`src/rtl/cfg_readout_pkg.sv`:
```
// Shared types for the serial configuration readout controller.
// Assumes nothing beyond a standard SystemVerilog elaboration.
package cfg_readout_pkg;

    // Cascade output phases: armed (assert at top), following CE, held high.
    typedef enum logic [1:0] {
        CAS_ARMED  = 2'd0,
        CAS_FOLLOW = 2'd1,
        CAS_HELD   = 2'd2
    } cas_state_t;

endpackage

```
`src/rtl/cfg_page_decode.sv`:
```
// Partition decoder: turns the page select and page enable into the start
// and top word addresses of the active partition.
// Assumes ADDR_W >= 3 so that each quarter holds at least two words.
module cfg_page_decode #(
    parameter int ADDR_W = 18
) (
    input  logic              ser_en,
    input  logic              page_en,
    input  logic [1:0]        page_sel,
    output logic [ADDR_W-1:0] part_start,
    output logic [ADDR_W-1:0] part_top
);
    localparam int OFS_W = ADDR_W - 2;

    logic paged;
    assign paged = page_en & ser_en;

    // Select quarter bounds when paging applies, otherwise the full space.
    always_comb begin
        if (paged) begin
            part_start = {page_sel, {OFS_W{1'b0}}};
            part_top   = {page_sel, {OFS_W{1'b1}}};
        end else begin
            part_start = '0;
            part_top   = '1;
        end
    end
endmodule

```
`src/rtl/cfg_read_counter.sv`:
```
// Bit and word-address counters for the serial readout.
// The bit index counts 0..WORD_W-1 and the address steps on its wrap,
// saturating at the partition top. Assumes WORD_W is a power of two.
module cfg_read_counter #(
    parameter int ADDR_W = 18,
    parameter int WORD_W = 8,
    localparam int BIT_W = $clog2(WORD_W)
) (
    input  logic              clk,
    input  logic              rst_n,
    input  logic              ser_en,
    input  logic              ce_n,
    input  logic              oe_rstn,
    input  logic [ADDR_W-1:0] part_start,
    input  logic [ADDR_W-1:0] part_top,
    output logic [ADDR_W-1:0] addr,
    output logic [BIT_W-1:0]  bit_idx,
    output logic              at_top,
    output logic              active
);
    localparam logic [BIT_W-1:0] LAST_BIT = BIT_W'(WORD_W - 1);

    assign active = ser_en & ~ce_n & oe_rstn;
    assign at_top = (addr == part_top);

    // Clear on reset or OE low; step bit, then address, while active.
    always_ff @(posedge clk) begin
        if (!rst_n || (ser_en && !oe_rstn)) begin
            addr    <= part_start;
            bit_idx <= '0;
        end else if (active) begin
            if (bit_idx == LAST_BIT) begin
                bit_idx <= '0;
                if (addr < part_top) begin
                    addr <= addr + 1'b1;
                end
            end else begin
                bit_idx <= bit_idx + 1'b1;
            end
        end
    end
endmodule

```
`src/rtl/cfg_cascade_ctl.sv`:
```
// Cascade chip-enable generator. Asserts at the partition top, then follows
// CE until OE drops, then holds high until the top is reached again.
// Assumes at_top and active come from the read counter of the same cycle.
module cfg_cascade_ctl
    import cfg_readout_pkg::*;
(
    input  logic clk,
    input  logic rst_n,
    input  logic ser_en,
    input  logic ce_n,
    input  logic oe_rstn,
    input  logic at_top,
    input  logic active,
    output logic ceo_n
);
    cas_state_t state_q, state_d;

    // Next-phase selection; frozen in programming mode.
    always_comb begin
        state_d = state_q;
        if (ser_en) begin
            unique case (state_q)
                CAS_ARMED:  if (at_top && oe_rstn && ce_n) state_d = CAS_FOLLOW;
                CAS_FOLLOW: if (!oe_rstn)                  state_d = CAS_HELD;
                CAS_HELD:   if (active && at_top)          state_d = CAS_ARMED;
                default:                                   state_d = CAS_ARMED;
            endcase
        end
    end

    // Phase register with synchronous reset to armed.
    always_ff @(posedge clk) begin
        if (!rst_n) state_q <= CAS_ARMED;
        else        state_q <= state_d;
    end

    // Output decode per phase.
    always_comb begin
        if (!ser_en) begin
            ceo_n = 1'b1;
        end else begin
            unique case (state_q)
                CAS_ARMED:  ceo_n = ~(active & at_top);
                CAS_FOLLOW: ceo_n = ~oe_rstn | ce_n;
                default:    ceo_n = 1'b1;
            endcase
        end
    end
endmodule

```
`src/rtl/cfg_readout.sv`:
```
// Paged serial configuration readout controller (top).
// Decodes the partition, runs the bit/address counters, serialises the
// array word MSB first and drives the cascade chip enable.
// Assumes rd_word is the array content at rd_addr in the same cycle.
module cfg_readout #(
    parameter int ADDR_W = 18,
    parameter int WORD_W = 8
) (
    input  logic              clk,
    input  logic              rst_n,
    input  logic              ce_n,
    input  logic              oe_rstn,
    input  logic              ser_en,
    input  logic              page_en,
    input  logic [1:0]        page_sel,
    input  logic [WORD_W-1:0] rd_word,
    output logic [ADDR_W-1:0] rd_addr,
    output logic              dout,
    output logic              dout_en,
    output logic              ceo_n
);
    localparam int BIT_W = $clog2(WORD_W);

    logic [ADDR_W-1:0] page_start;
    logic [ADDR_W-1:0] page_top;
    logic [BIT_W-1:0]  bit_idx;
    logic              at_top;
    logic              active;
    logic [WORD_W-1:0] word_rev;

    cfg_page_decode #(.ADDR_W(ADDR_W)) u_dec (
        .ser_en     (ser_en),
        .page_en    (page_en),
        .page_sel   (page_sel),
        .part_start (page_start),
        .part_top   (page_top)
    );

    cfg_read_counter #(.ADDR_W(ADDR_W), .WORD_W(WORD_W)) u_cnt (
        .clk        (clk),
        .rst_n      (rst_n),
        .ser_en     (ser_en),
        .ce_n       (ce_n),
        .oe_rstn    (oe_rstn),
        .part_start (page_start),
        .part_top   (page_top),
        .addr       (rd_addr),
        .bit_idx    (bit_idx),
        .at_top     (at_top),
        .active     (active)
    );

    cfg_cascade_ctl u_cas (
        .clk     (clk),
        .rst_n   (rst_n),
        .ser_en  (ser_en),
        .ce_n    (ce_n),
        .oe_rstn (oe_rstn),
        .at_top  (at_top),
        .active  (active),
        .ceo_n   (ceo_n)
    );

    // Reverse the word so bit index 0 selects the MSB.
    for (genvar g = 0; g < WORD_W; g++) begin : g_rev
        assign word_rev[g] = rd_word[WORD_W-1-g];
    end

    // Serial data, forced low while the driver is off.
    assign dout_en = active;
    assign dout    = active & word_rev[bit_idx];
endmodule

```
`config.mk`:
```
export PLATFORM = sky130hd
export DESIGN_NAME = cfg_readout
export DESIGN_NICKNAME = d
export VERILOG_FILES = /design/src/rtl/cfg_readout_pkg.sv /design/src/rtl/cfg_page_decode.sv /design/src/rtl/cfg_read_counter.sv /design/src/rtl/cfg_cascade_ctl.sv /design/src/rtl/cfg_readout.sv
export SDC_FILE = /design/constraint.sdc
export NUM_CORES = 1
export LEC_CHECK = 0
export BUFFER_PORTS_ARGS = -buffer_cell sky130_fd_sc_hd__buf_2
export CAP_MARGIN = 5
export CORE_AREA = 2 2 76 78
export DETAILED_ROUTE_END_ITERATION = 8
export DIE_AREA = 0 0 78 80
export PLACE_DENSITY_LB_ADDON = 0.1
export SKIP_CTS_REPAIR_TIMING = 1
export SYNTH_ARGS = -nofsm -noshare
export SYNTH_HDL_FRONTEND = slang
export SYNTH_HIERARCHICAL = 1
export SYNTH_SLANG_ARGS = --single-unit
```
`constraint.sdc`:
```
create_clock -name clk -period 4.8 [get_ports clk]
set_input_delay 0.48 -clock clk [delete_from_list [all_inputs] [get_ports clk]]
set_output_delay 0.48 -clock clk [all_outputs]
set_load 0.03 [all_outputs]
```
# [Word level (Yosys, flattened, before mapping)]
# Index checks and enable logic that the tools add are counted.
[op_classes] add_sub_neg=2 magnitude_cmp=2 eq_ne=7 muxes=15 n_bitwise=9 n_reduce_logical=13
[op_table] operator="2-to-1 mux 18 bit" count=6
[op_table] operator="adder 18 x 1 -> 18 bit, second input constant" count=1
[op_table] operator="== test 18 bit" count=1
[op_table] operator="< comparator 18 bit" count=1
[op_table] operator="2-to-1 mux 2 bit" count=3
[op_table] operator="case mux 2 bit (3 select lines)" count=1
[op_table] operator="nonzero test 2 bit" count=3
[op_table] operator="bitwise AND 1 bit" count=5
[op_table] operator="logical AND 1 bit" count=4
[op_table] operator="< comparator 3 x 4 -> 1 bit, second input constant" count=1
[op_table] operator="!= test 2 x 1 -> 1 bit, second input constant" count=2
[op_table] operator="AND reduction 4 bit" count=1
[op_table] operator="adder 3 x 1 -> 3 bit, second input constant" count=1
[op_table] operator="binary-select mux 1 bit (select 3 bit)" count=1
[op_table] operator="== test 3 bit, second input constant" count=1
[op_table] operator="2-to-1 mux 3 bit" count=1
[op_table] operator="NOT 1 bit" count=3
[op_table] operator="AND reduction 3 bit" count=1
[op_table] operator="== test 2 x 1 -> 1 bit, second input constant" count=1
[op_table] operator="== test 2 bit, second input constant" count=1
[op_table] operator="zero test 1 bit" count=2
[op_table] operator="zero test 2 bit" count=1
[op_table] operator="2-to-1 mux 1 bit" count=2
[op_table] operator="!= test 2 bit, second input constant" count=1
[op_table] operator="3 further kinds" count=3
[totals] regBits=23 input_bits=16 out_inout_bits=21 wordCells=51

# [Depth between registers and ports, before layout]
# Gate-level depths: netlist of run 1.
[depth] ltp_word=7 depth_mapped=9 depth_no_buf=9

# [Cells and area by module]
# Netlist of run 1, hierarchy kept.
[by_module_without_submodules] mod="cfg_read_counter" n_inst=1 cells_per_inst=187 area_each_um2=1641.6 seq_area_each_um2=600.6
[by_module_without_submodules] mod="cfg_page_decode" n_inst=1 cells_per_inst=38 area_each_um2=275.3 seq_area_each_um2=0.0
[by_module_without_submodules] mod="cfg_cascade_ctl" n_inst=1 cells_per_inst=15 area_each_um2=113.9 seq_area_each_um2=40.0
[by_module_without_submodules] mod="cfg_readout" n_inst=1 cells_per_inst=7 area_each_um2=71.3 seq_area_each_um2=0.0

# [Worst setup path before layout of run 1]
# OpenSTA, ideal clock, no wires.
[synth_timing] path_kind="register to register" startpoint="reg u_cnt.addr[1]" endpoint="reg u_cnt.addr[0], enable pin" setup_time_ns=0.404 arrival_time_ns=2.247 t_required_ns=4.396 slack_ns=2.149 stages_incl_launch_ff=6 synth_period_minus_slack_ns=2.651 cell_sequence="edfxtp_1 ha_1 nor2b_1 o21ai_0 o211ai_1 a31oi_1"
[synth_via] elab_chain_cells=3
[synth_lines] element="from (decl)" line="cfg_read_counter.sv:16" rtl="output logic [ADDR_W-1:0] addr,"
[synth_lines] element="from (signal assigned)" line="cfg_read_counter.sv:29" rtl="addr <= part_start;"
[synth_lines] element="from (signal assigned)" line="cfg_read_counter.sv:35" rtl="addr <= addr + 1'b1;"
[synth_lines] element="< comparator 18 bit" line="cfg_read_counter.sv:34" rtl="if (addr < part_top) begin"
[synth_lines] element="nonzero test 2 bit (no source line)"
[synth_lines] element="AND reduction 3 bit (no source line)"
# No other way between the ends.
# A chain may end at the register's enable or synchronous reset.

# [Worst setup path in the final report of run 1]
[layout_timing] startpoint="reg u_cnt.addr[16]" endpoint="out ceo_n"
[layout_via] elab_chain_cells=5
[layout_lines] element="== test 18 bit" line="cfg_read_counter.sv:24" rtl="assign at_top = (addr == part_top);"
[layout_lines] element="via at_top" line="cfg_readout.sv:27" rtl="logic at_top;"
[layout_lines] element="bitwise AND 1 bit" line="cfg_cascade_ctl.sv:43" rtl="CAS_ARMED: ceo_n = ~(active & at_top);"
[layout_lines] element="NOT 1 bit" line="cfg_cascade_ctl.sv:43"
[layout_lines] element="case mux 1 bit (2 select lines)" line="cfg_cascade_ctl.sv:42" rtl="unique case (state_q)"
[layout_lines] element="2-to-1 mux 1 bit" line="cfg_cascade_ctl.sv:39" rtl="if (!ser_en) begin"
[layout_lines] element="to (decl)" line="cfg_readout.sv:20" rtl="output logic ceo_n"
# The timed path passes the listed nets, and every way through them passes these cells.

==> impl_summary.txt, run 1 <==
----------------------------------------------------
[Critical path]
  Startpoint class of the critical path ... flop
  WS Path Type ... flop to output port
  Maximum fanout along the worst path ... 4
  Crit. End Element ... output port
  Critical path required time ... 4.32 ns
  Data arrival time at the worst-slack endpoint ... 2.25 ns

[Placed design]
  Post-placement cell count ... 351
  Estimated wirelength of the detail-placed design ... 2.96 mm
  Weighted congestion reported at the end of routability-driven placement ... 0.779
  Port Buffers ... 36

[CTS]
  Insertion delay of the later-clocked pin in the worst-skew pair ... 0.26 ns
  Maximum root-to-sink buffer count ... 2
  Root Buffer Master ... clkbuf_8
  Clock tree sinks ... 23
  Clock tree from TritonCTS ... done
  H-tree levels ... 1
  Number of buffers created by CTS ... 3
  Clock input transition at the sequential cells of the worst setup and hold paths ... 0.08 ns

[STA]
  Slew @ Worst Pin ... 0.744 ns
  Worst clock skew on the final layout ... 0.00220 ns
  Slew Viols, Final ... 0
  Setup total negative slack ... 0 ns
  Hold Violations, Final ... 0
  Relative slew margins ... 50.4%
  Final period utilization ... 57.0%
  Setup-violating endpoint count in the final report ... 0
  Fmax achieved ... 366 MHz
  RSZ-0062 raised after global routing ... false
  Shortest clock period the worst path allows after layout ... 2.73 ns

[Die]
  Number of I/O pins ... 37
  Standard cell core area ... 0.00541 mm^2
  Count of standard-cell rows ... 27
  Die W ... 78 um
  Initial standard-cell utilization of the core ... 38.9%
  Die Area ... 0.00624 mm^2
  DIE HEIGHT ... 80 um

[Logic synthesis]
  Number of enable-type register cells in the synthesized netlist ... 18
  Total number of yosys warnings ... 6
  Most instantiated library cell after synthesis ... buf_4
  Dominant cells by area after synthesis ... edfxtp_1 (26%), ha_1 (13%), buf_4 (12%)
  Synthesized area ... 0.00210 mm^2
  Top cells by instance count after synthesis ... buf_4 (34), nand2_1 (33), inv_1 (25)
  Fraction of synthesized cell area taken by the top area cell type ... 25.7%
  Async set or reset register ratio after synthesis ... 0%
  Top_reg_cell synth ... edfxtp_1
  Portion of the post-synthesis area used by sequential elements ... 30.5%
  Cells after synthesis ... 247
  Number of storage elements in the synthesis netlist ... 23
  Post-synth top area cell ... edfxtp_1
  Library cells used by synthesis ... 39
  Syn Area/Cell ... 8.51 um^2

[Cells and area]
  Fraction of layout cells with a size suffix above 1 ... 17.3%
  Final net count ... 321
  Layout-stage area growth over the synthesis result ... 9.05%
  Post-layout instance count excluding filler cells ... 355
  Antenna cell count ... 0

[GRT]
  Initial antenna violation count ... 0
  Congestion Overflow GR ... 0
  Wire length of the first global-routing pass ... 6.35 mm
  Maximum number of pins on one net before global-route repair ... 22
  GRT Overall Usage ... 12.6%
  Vias in the first global route ... 1,357

[Route]
  Pre-antenna DRT Iters ... 4
  Vias per Instance ... 4.33
  Number of DRC markers in iteration 0 ... 54
  DRC violations left ... 0
  Routed wirelength normalized by instance count ... 10.8 um
  Detail Route Antenna Nets ... 0
  Vias after detailed routing ... 1,537
  Final wirelength ... 3.83 mm

[Power and ir drop]
  Pwr per Cell Area ... 234 mW/mm^2
  IR drop worst, VDD ... 109 uV
  P_leak ... 1.16 nW
  Total power consumption of the routed design ... 0.535 mW

[Hold path]
  Class of the tightest hold or removal check ... input pin to flop

[Status]
  Result of the run ... finished clean

[Flow run]
  Max_cap viols ... 0

----------------------------------------------------
==> layout by cell type, fill, tap and decap left out, types with 2 or more instances in the layout <==
cell,n
nand4_1,4
o21ai_0,19
nand3b_1,4
inv_1,25
o21ai_1,2
buf_4,2
dfxtp_1,5
nand3_1,9
and3_1,4
xnor2_1,8
nor3b_1,2
o21ai_2,3
clkbuf_8,3
buf_2,36
nor2b_1,3
ha_1,21
a31oi_1,2
conb_1,32
nor2_1,8
a21oi_1,11
edfxtp_1,18
xor2_1,8
nor3_1,3
nand2_1,33
==> cell families after synthesis <==
group,Yosys count,synth area share [%]
simple gates,77,19.0
buf+inv,61,17.0
other cells,2,0.357
compound gates,44,11.7
flops,23,30.5
fa+ha+maj,21,12.5
mux,3,2.26
xor+xnor,16,6.67
==> power by group <==
group,internal [mW],switching (mW)
registers,0.237,0.0268
clock network,0.0593,0.0627
logic,0.0561,0.0940
total,0.352,0.183
==> cell type report <==
cell class,count,area [um^2]
Fill cell,550,3110
Timing Repair Buffer,38,195
Inverter,25,93.8
Clock buffer,4,45.0
Tap cell,72,90.1
Sequential cell,23,641
Multi-Input combinational cell,193,1230
==> registers in the layout (all words and copies together) (netlist names) <==
register       count
u_cas/state_q      2
u_cnt/addr        18
u_cnt/bit_idx      3
==> critical path, stage by stage, from the launching register on <==
cell and delay (ns):
edfxtp_1 0.47, ha_1 0.33, nand4_1 0.09, nor3_1 0.32, and4_1 0.30, nand2_1 0.06, o22ai_1 0.16, nand3b_1 0.09
buf_2 0.18
==> per-layer routing <==
metal / wire length [um] / vias up / track usage [%]
met5: 0 / - / 0
met1: 2000 / 654 / 17.4
li1: - / 861 / -
met2: 1710 / 20 / 20.6
met4: 19 / 0 / 2.63
met3: 108 / 2 / 2.38
==> final timing paths <==
kind,startpoint,end,depth (start not counted),slack (ns)
setup / recovery,u_cnt/addr[16],ceo_n,8,2.07
setup reg to reg,u_cnt/addr[8],u_cnt/addr[10],7,2.57
hold reg to reg,u_cas/state_q[1],u_cas/state_q[1],2,0.51
hold / removal,rst_n,u_cas/state_q[0],3,0.48
==> per-stage QoR <==
step / cell area, um^2 / utilization [%] / setup WS (ns) / hold WS (ns)
6_report: 2290 / 42.4 / 2.07 / 0.479
5_1_grt: 2290 / 42.4 / 1.87 / 0.476
4_1_cts: 2290 / 42.4 / 2.03 / 0.468
3_5_place_dp: 2250 / 41.6 / 2.01 / 0.499
3_3_place_gp: 2250 / 41.6 / 2.04 / 0.519
2_1_floorplan: 2210 / - / 2.15 / 0.468
Power figures use the tool's default switching activity.
==> run 2, diff against run 1 <==
--- a/config.mk
+++ b/config.mk
@@ -5,11 +5,12 @@
 export SDC_FILE = /design/constraint.sdc
 export NUM_CORES = 1
 export LEC_CHECK = 0
+export ABC_AREA = 1
 export BUFFER_PORTS_ARGS = -buffer_cell sky130_fd_sc_hd__buf_2
 export CAP_MARGIN = 5
-export CORE_AREA = 2 2 76 78
+export CORE_AREA = 2 2 79 81
 export DETAILED_ROUTE_END_ITERATION = 8
-export DIE_AREA = 0 0 78 80
+export DIE_AREA = 0 0 81 83
 export PLACE_DENSITY_LB_ADDON = 0.1
 export SKIP_CTS_REPAIR_TIMING = 1
 export SYNTH_ARGS = -nofsm -noshare
==> constraint.sdc (replaced) <==
create_clock -name clk -period 2.6 [get_ports clk]
set_input_delay 0.26 -clock clk [delete_from_list [all_inputs] [get_ports clk]]
set_output_delay 0.26 -clock clk [all_outputs]
set_load 0.03 [all_outputs]
==> impl_summary.txt, run 2 <==
----------------------------------------------------
[Power and ir drop]
  P_leak ... 1.41 nW
  Total power consumption of the routed design ... 1.06 mW
  IR drop worst, VDD ... 204 uV
  Flop pwr share ... 46.0%
  Share of total power in the clock network ... 22.0%
  Cell-internal power ... 0.668 mW
  Switching Fraction ... 37.0%
  Pwr per Cell Area ... 418 mW/mm^2
  Combinational fraction of design power ... 32.0%
  Psw ... 0.392 mW

[Route]
  DR WL met3 ... 129 um
  Vias after detailed routing ... 1,990
  Pre-antenna DRT Iters ... 4
  Routed wirelength normalized by instance count ... 10.8 um
  Number of DRC markers in iteration 0 ... 102
  Detail Route Antenna Nets ... 0
  Final wirelength ... 4.91 mm
  DRC violations left ... 0
  Met2 WL post-DR ... 2.23 mm
  Vias per Instance ... 4.37
  Highest routed layer ... met4
  Detailed-route wire length on metal 1 ... 2.49 mm

[Logic synthesis]
  Top cells by instance count after synthesis ... nand2_1 (96), inv_1 (50), nor2_1 (35)
  Synthesized area ... 0.00230 mm^2
  Syn Area/Cell ... 6.79 um^2
  Dominant cells by area after synthesis ... edfxtp_1 (23%), nand2_1 (16%), ha_1 (11%)
  Total number of yosys warnings ... 6
  Top_reg_cell synth ... edfxtp_1
  Number of enable-type register cells in the synthesized netlist ... 18
  Fraction of synthesized cell area taken by the top area cell type ... 23.5%
  Cells after synthesis ... 339
  Most instantiated library cell after synthesis ... nand2_1
  Async set or reset register ratio after synthesis ... 0%
  Post-synth top area cell ... edfxtp_1
  Library cells used by synthesis ... 29
  Number of storage elements in the synthesis netlist ... 23
  Portion of the post-synthesis area used by sequential elements ... 27.8%

[Critical path]
  Maximum fanout along the worst path ... 3
  Worst reg2reg path startpoint ... u_cnt/addr[13]
  Critical path required time ... 2.34 ns
  RR Endpoint ... u_cnt/addr[3]
  Worst path buffer plus inverter count ... 1
  Number of cells on the worst reg-to-reg path ... 9
  Critical path's slowest cell ... edfxtp_1
  Crit. End Element ... output port
  Worst reg2reg setup slack ... 0.69 ns
  Crit-path most repeated cell ... nand2_1
  Startpoint class of the critical path ... flop
  Data arrival time at the worst-slack endpoint ... 2.12 ns
  WS Path Type ... flop to output port
  Delay of the slowest critical-path stage ... 0.43 ns
  Cell type group with the largest total delay on the critical path ... simple AND/OR/NAND/NOR gates
  CP Launch Point ... u_cnt/addr[17]
  Worst path cell trace ... ha_1, nand2_1, nor2_2, nand3_1, nor4_2, nand2_1, nor3_1, o21ai_0, buf_2

[Cells and area]
  Area of the multi-input gates ... 0.00134 mm^2
  Antenna cell count ... 0
  Most frequent standard cell in the layout excluding fill and tap cells ... nand2_1
  Layout-stage area growth over the synthesis result ... 10.2%
  Number of filler cells placed in the layout ... 625
  Flip-flop count of the largest register, all copies and words added ... 18
  Cell area after layout ... 0.00254 mm^2
  Final net count ... 418
  Fraction of layout cells with a size suffix above 1 ... 14.7%
  Largest registers ... u_cnt/addr (18), u_cnt/bit_idx (3), u_cas/state_q (2)
  FF+latch area ... 641 um^2
  Most frequent cells in the layout ... nand2_1 (96), inv_1 (50), buf_2 (36), nor2_1 (34), conb_1 (32)
  Most flops, register ... u_cnt/addr

[STA]
  Hold Violations, Final ... 0
  Fmax achieved ... 420 MHz
  Smallest hold slack ... 0.244 ns
  Setup-violating endpoint count in the final report ... 0
  RSZ-0062 raised after global routing ... false
  Slew Viols, Final ... 0
  Post-layout worst setup margin ... 0.221 ns
  Worst clock skew on the final layout ... 0.00281 ns
  Final period utilization ... 91.5%
  Shortest clock period the worst path allows after layout ... 2.38 ns
  Setup total negative slack ... 0 ns

[Die]
  Standard cell core area ... 0.00582 mm^2
  Number of I/O pins ... 37
  DIE HEIGHT ... 83 um
  Die W ... 81 um
  Initial standard-cell utilization of the core ... 39.6%
  Die Area ... 0.00672 mm^2
  Count of standard-cell rows ... 28

[Placed design]
  Worst setup slack after placement ... 0.286 ns
  Port Buffers ... 36
  Placed Instance Area ... 0.00247 mm^2
  Weighted congestion reported at the end of routability-driven placement ... 0.803
  Estimated wirelength of the detail-placed design ... 3.94 mm

[Flow run]
  Max_cap viols ... 0

[Hold path]
  Class of the tightest hold or removal check ... input pin to flop
  Critical hold path startpoint ... rst_n
  Hold path cells ... 3
  Worst Hold Endpoint ... u_cas/state_q[1]

[GRT]
  Congestion Overflow GR ... 0
  GRT Overall Usage ... 16.0%
  Maximum number of pins on one net before global-route repair ... 31
  Vias in the first global route ... 1,912
  Wire length of the first global-routing pass ... 8.57 mm
  Initial antenna violation count ... 0

[CTS]
  Root Buffer Master ... clkbuf_8
  H-tree levels ... 1
  Clock tree sinks ... 23
  Clock tree from TritonCTS ... done
  Maximum root-to-sink buffer count ... 2
  Number of buffers created by CTS ... 3
  Clock input transition at the sequential cells of the worst setup and hold paths ... 0.09 ns
  Insertion delay of the later-clocked pin in the worst-skew pair ... 0.27 ns

[Status]
  Result of the run ... finished clean

----------------------------------------------------
==> run 2: cell count changes in the layout (fill, tap and decap cells not counted), moves of 4 or more <==
cell and change:
nand3_1 +13, o21ai_0 -5, and3_1 -4, nor2_2 +4, buf_4 +4, xnor2_1 -6
nand2_1 +63, inv_1 +25, a21oi_1 -4, nor2_1 +26
==> run 2: layer usage <==
layer	vias to the layer above	global-route usage, %
li1	1093	-
met1	859	22.4
met4	0	4.62
met3	6	0.978
met2	32	26.2
met5	-	0
==> run 2: layout make-up <==
cell class                 count  share of cell area (%)
multi-input combinational    259                    52.7
sequential                    23                    25.3
timing repair buffer          42                    8.88
inverter                      52                    7.70
tap                           75                    3.70
clock buffer                   4                    1.78
==> run 2: kinds of logic (layout without fill, tap and decap cells) <==
| group | after synthesis | after routing | share of synthesized area, % |
|---|---|---|---|
| adders and majority gates | 21 | 21 | 11.4 |
| other | 2 | 32 | 0.326 |
| xor gates and xnor gates | 9 | 9 | 3.42 |
| buffers and inverters | 87 | 98 | 19.6 |
| AOI/OAI and AO/OA | 30 | 30 | 7.34 |
| and+or+nand+nor | 167 | 167 | 30.1 |
| DFF | 23 | 23 | 27.8 |
==> run 2: power groups by stage <==
stage | Clock (mW) | Sequential, mW | Combinational, mW
6_report | 0.233 | 0.488 | 0.339
5_1_grt | 0.264 | 0.496 | 0.394
4_1_cts | 0.244 | 0.491 | 0.328
3_5_place_dp | 0 | 0.499 | 0.327
3_3_place_gp | 0 | 0.499 | 0.325
2_1_floorplan | 0 | 0.544 | 0.216
==> run 2: worst register-to-register path, delay by kind of cell (launching register included) <==
kind	cells	cell delay, ns
flops	1	0.48
simple gates	7	0.60
fa+ha+maj	1	0.34
buf+inv	1	0.21
==> run 2: how the worst max path moves through the flow <==
stage	endpoint	slack (ns)	cells after the start
floorplan	ceo_n	0.36	8
global placement	ceo_n	0.40	12
detailed placement	ceo_n	0.29	12
CTS	ceo_n	0.06	9
global route	ceo_n	0.01	9
finish	ceo_n	0.22	9
==> run 2: per-stage QoR <==
| stage | instances | utilization (%) |
|---|---|---|
| finish | 455 | 43.6 |
| global route | 455 | 43.6 |
| CTS | 453 | 43.2 |
| detailed placement | 449 | 42.4 |
| global placement | 449 | 42.4 |
| floorplan | 369 | - |
==> run 3, diff against run 2 <==
--- a/config.mk
+++ b/config.mk
@@ -8,9 +8,9 @@
 export ABC_AREA = 1
 export BUFFER_PORTS_ARGS = -buffer_cell sky130_fd_sc_hd__buf_2
 export CAP_MARGIN = 5
-export CORE_AREA = 2 2 79 81
+export CORE_AREA = 2 2 68 70
 export DETAILED_ROUTE_END_ITERATION = 8
-export DIE_AREA = 0 0 81 83
+export DIE_AREA = 0 0 70 72
 export PLACE_DENSITY_LB_ADDON = 0.1
 export SKIP_CTS_REPAIR_TIMING = 1
 export SYNTH_ARGS = -nofsm -noshare
==> impl_summary.txt, run 3 (synthesized netlist as in run 2, its figures left out) <==
----------------------------------------------------
[Route]
  Detail Route Antenna Nets ... 0
  Vias per Instance ... 4.57
  Final wirelength ... 4.62 mm
  Pre-antenna DRT Iters ... 4
  Number of DRC markers in iteration 0 ... 63
  Highest routed layer ... met4
  Routed wirelength normalized by instance count ... 10.7 um
  DRC violations left ... 0
  Met2 WL post-DR ... 2.22 mm
  Vias after detailed routing ... 1,967
  Detailed-route wire length on metal 1 ... 2.23 mm
  DR WL met3 ... 123 um

[Cells and area]
  Number of filler cells placed in the layout ... 437
  Most flops, register ... u_cnt/addr
  Antenna cell count ... 0
  Fraction of layout cells with a size suffix above 1 ... 14.3%
  Flip-flop count of the largest register, all copies and words added ... 18
  FF+latch area ... 641 um^2
  Most frequent cells in the layout ... nand2_1 (96), inv_1 (50), buf_2 (36), nor2_1 (34), conb_1 (32)
  Cell area after layout ... 0.00250 mm^2
  Final net count ... 416
  Area of the multi-input gates ... 0.00135 mm^2
  Largest registers ... u_cnt/addr (18), u_cnt/bit_idx (3), u_cas/state_q (2)
  Most frequent standard cell in the layout excluding fill and tap cells ... nand2_1
  Layout-stage area growth over the synthesis result ... 8.64%
  Post-layout instance count excluding filler cells ... 430

[Die]
  Count of standard-cell rows ... 24
  Standard cell core area ... 0.00426 mm^2
  Initial standard-cell utilization of the core ... 54.0%
  Die W ... 70 um
  Die Area ... 0.00504 mm^2
  DIE HEIGHT ... 72 um
  Number of I/O pins ... 37

[Power and ir drop]
  P_leak ... 1.41 nW
  Flop pwr share ... 46.9%
  IR drop worst, VDD ... 190 uV
  Psw ... 0.383 mW
  Share of total power in the clock network ... 21.5%
  Cell-internal power ... 0.664 mW
  Pwr per Cell Area ... 419 mW/mm^2
  Switching Fraction ... 36.6%
  Combinational fraction of design power ... 31.6%

[CTS]
  Maximum root-to-sink buffer count ... 2
  Number of buffers created by CTS ... 3
  Clock input transition at the sequential cells of the worst setup and hold paths ... 0.08 ns
  Clock tree sinks ... 23
  Insertion delay of the later-clocked pin in the worst-skew pair ... 0.26 ns
  Root Buffer Master ... clkbuf_8
  Clock tree from TritonCTS ... done
  H-tree levels ... 1

[Placed design]
  Post-placement cell count ... 425
  Port Buffers ... 36
  Placed Instance Area ... 0.00243 mm^2
  Estimated wirelength of the detail-placed design ... 3.67 mm
  Weighted congestion reported at the end of routability-driven placement ... 0.911

[STA]
  Worst clock skew on the final layout ... 0.00325 ns
  Setup-violating endpoint count in the final report ... 0
  Slew Viols, Final ... 0
  Final period utilization ... 89.0%
  Shortest clock period the worst path allows after layout ... 2.31 ns
  Hold Violations, Final ... 0
  RSZ-0062 raised after global routing ... false
  Fmax achieved ... 432 MHz
  Smallest hold slack ... 0.246 ns
  Setup total negative slack ... 0 ns

[GRT]
  Initial antenna violation count ... 0
  Congestion Overflow GR ... 0
  Wire length of the first global-routing pass ... 7.83 mm
  Maximum number of pins on one net before global-route repair ... 31
  Vias in the first global route ... 1,790
  GRT Overall Usage ... 19.6%

[Hold path]
  Hold path cells ... 3
  Worst Hold Endpoint ... u_cas/state_q[1]
  Class of the tightest hold or removal check ... input pin to flop
  Critical hold path startpoint ... rst_n

[Critical path]
  RR Endpoint ... u_cnt/addr[10]
  Maximum fanout along the worst path ... 4
  WS Path Type ... flop to output port
  Crit. End Element ... output port
  Data arrival time at the worst-slack endpoint ... 2.05 ns
  Startpoint class of the critical path ... flop
  Worst reg2reg setup slack ... 0.63 ns
  Critical path required time ... 2.34 ns
  Number of cells on the worst reg-to-reg path ... 9
  Worst reg2reg path startpoint ... u_cnt/bit_idx[0]

[Status]
  Result of the run ... finished clean

[Flow run]
  Max_cap viols ... 0

----------------------------------------------------
==> run 3: changes by cell type in the layout (fill, tap and decap cells not counted), sizes merged <==
cell	previous run	this run
buf	42	40
==> run 3: area by class of cell <==
class	instances	area share, %
Inverter	52	7.80
Clock buffer	4	1.80
Multi-Input combinational cell	259	53.8
Tap cell	52	2.60
Sequential cell	23	25.6
Timing Repair Buffer	40	8.40
==> run 3: layer usage <==
| metal | vias to the layer above | GRT usage, % |
|---|---|---|
| li1 | 1090 | - |
| met1 | 851 | 24.5 |
| met2 | 24 | 34.8 |
| met3 | 2 | 2.50 |
| met4 | 0 | 7.26 |
| met5 | - | 0 |
==> run 3: power groups by stage <==
stage | combinational, mW | sequential (mW) | clock [mW]
final | 0.331 | 0.491 | 0.226
after global placement | 0.314 | 0.501 | 0
after floorplan | 0.216 | 0.544 | 0
after global routing | 0.378 | 0.500 | 0.253
after CTS | 0.320 | 0.492 | 0.239
after detailed placement | 0.320 | 0.501 | 0
==> run 3: worst max path at each step <==
| stage | start | to | slack (ns) | cells past startpoint |
|---|---|---|---|---|
| 2_1_floorplan | u_cnt/addr[13] | ceo_n | 0.36 | 8 |
| 3_3_place_gp | ser_en | ceo_n | 0.44 | 12 |
| 3_5_place_dp | ser_en | ceo_n | 0.37 | 12 |
| 4_1_cts | u_cnt/addr[17] | ceo_n | 0.15 | 9 |
| 5_1_grt | u_cnt/addr[17] | ceo_n | 0.02 | 9 |
| 6_report | u_cnt/addr[17] | ceo_n | 0.29 | 9 |
==> run 3: worst max-delay path: stages (launching register included) <==
cell and delay (ns):
edfxtp_1 0.44, ha_1 0.32, nand2_1 0.08, nor2_2 0.14
nand3_1 0.14, nor4_4 0.17, nand2_1 0.11, nor3_1 0.13
o21ai_0 0.09, buf_2 0.18
==> run 3: stage by stage <==
step / setup WS (ns) / utilization, % / power (mW)
floorplan: 0.362 / - / 0.760
global placement: 0.440 / 57.0 / 0.815
detailed placement: 0.370 / 57.0 / 0.821
CTS: 0.155 / 58.1 / 1.05
global route: 0.0176 / 58.7 / 1.13
finish: 0.287 / 58.7 / 1.05
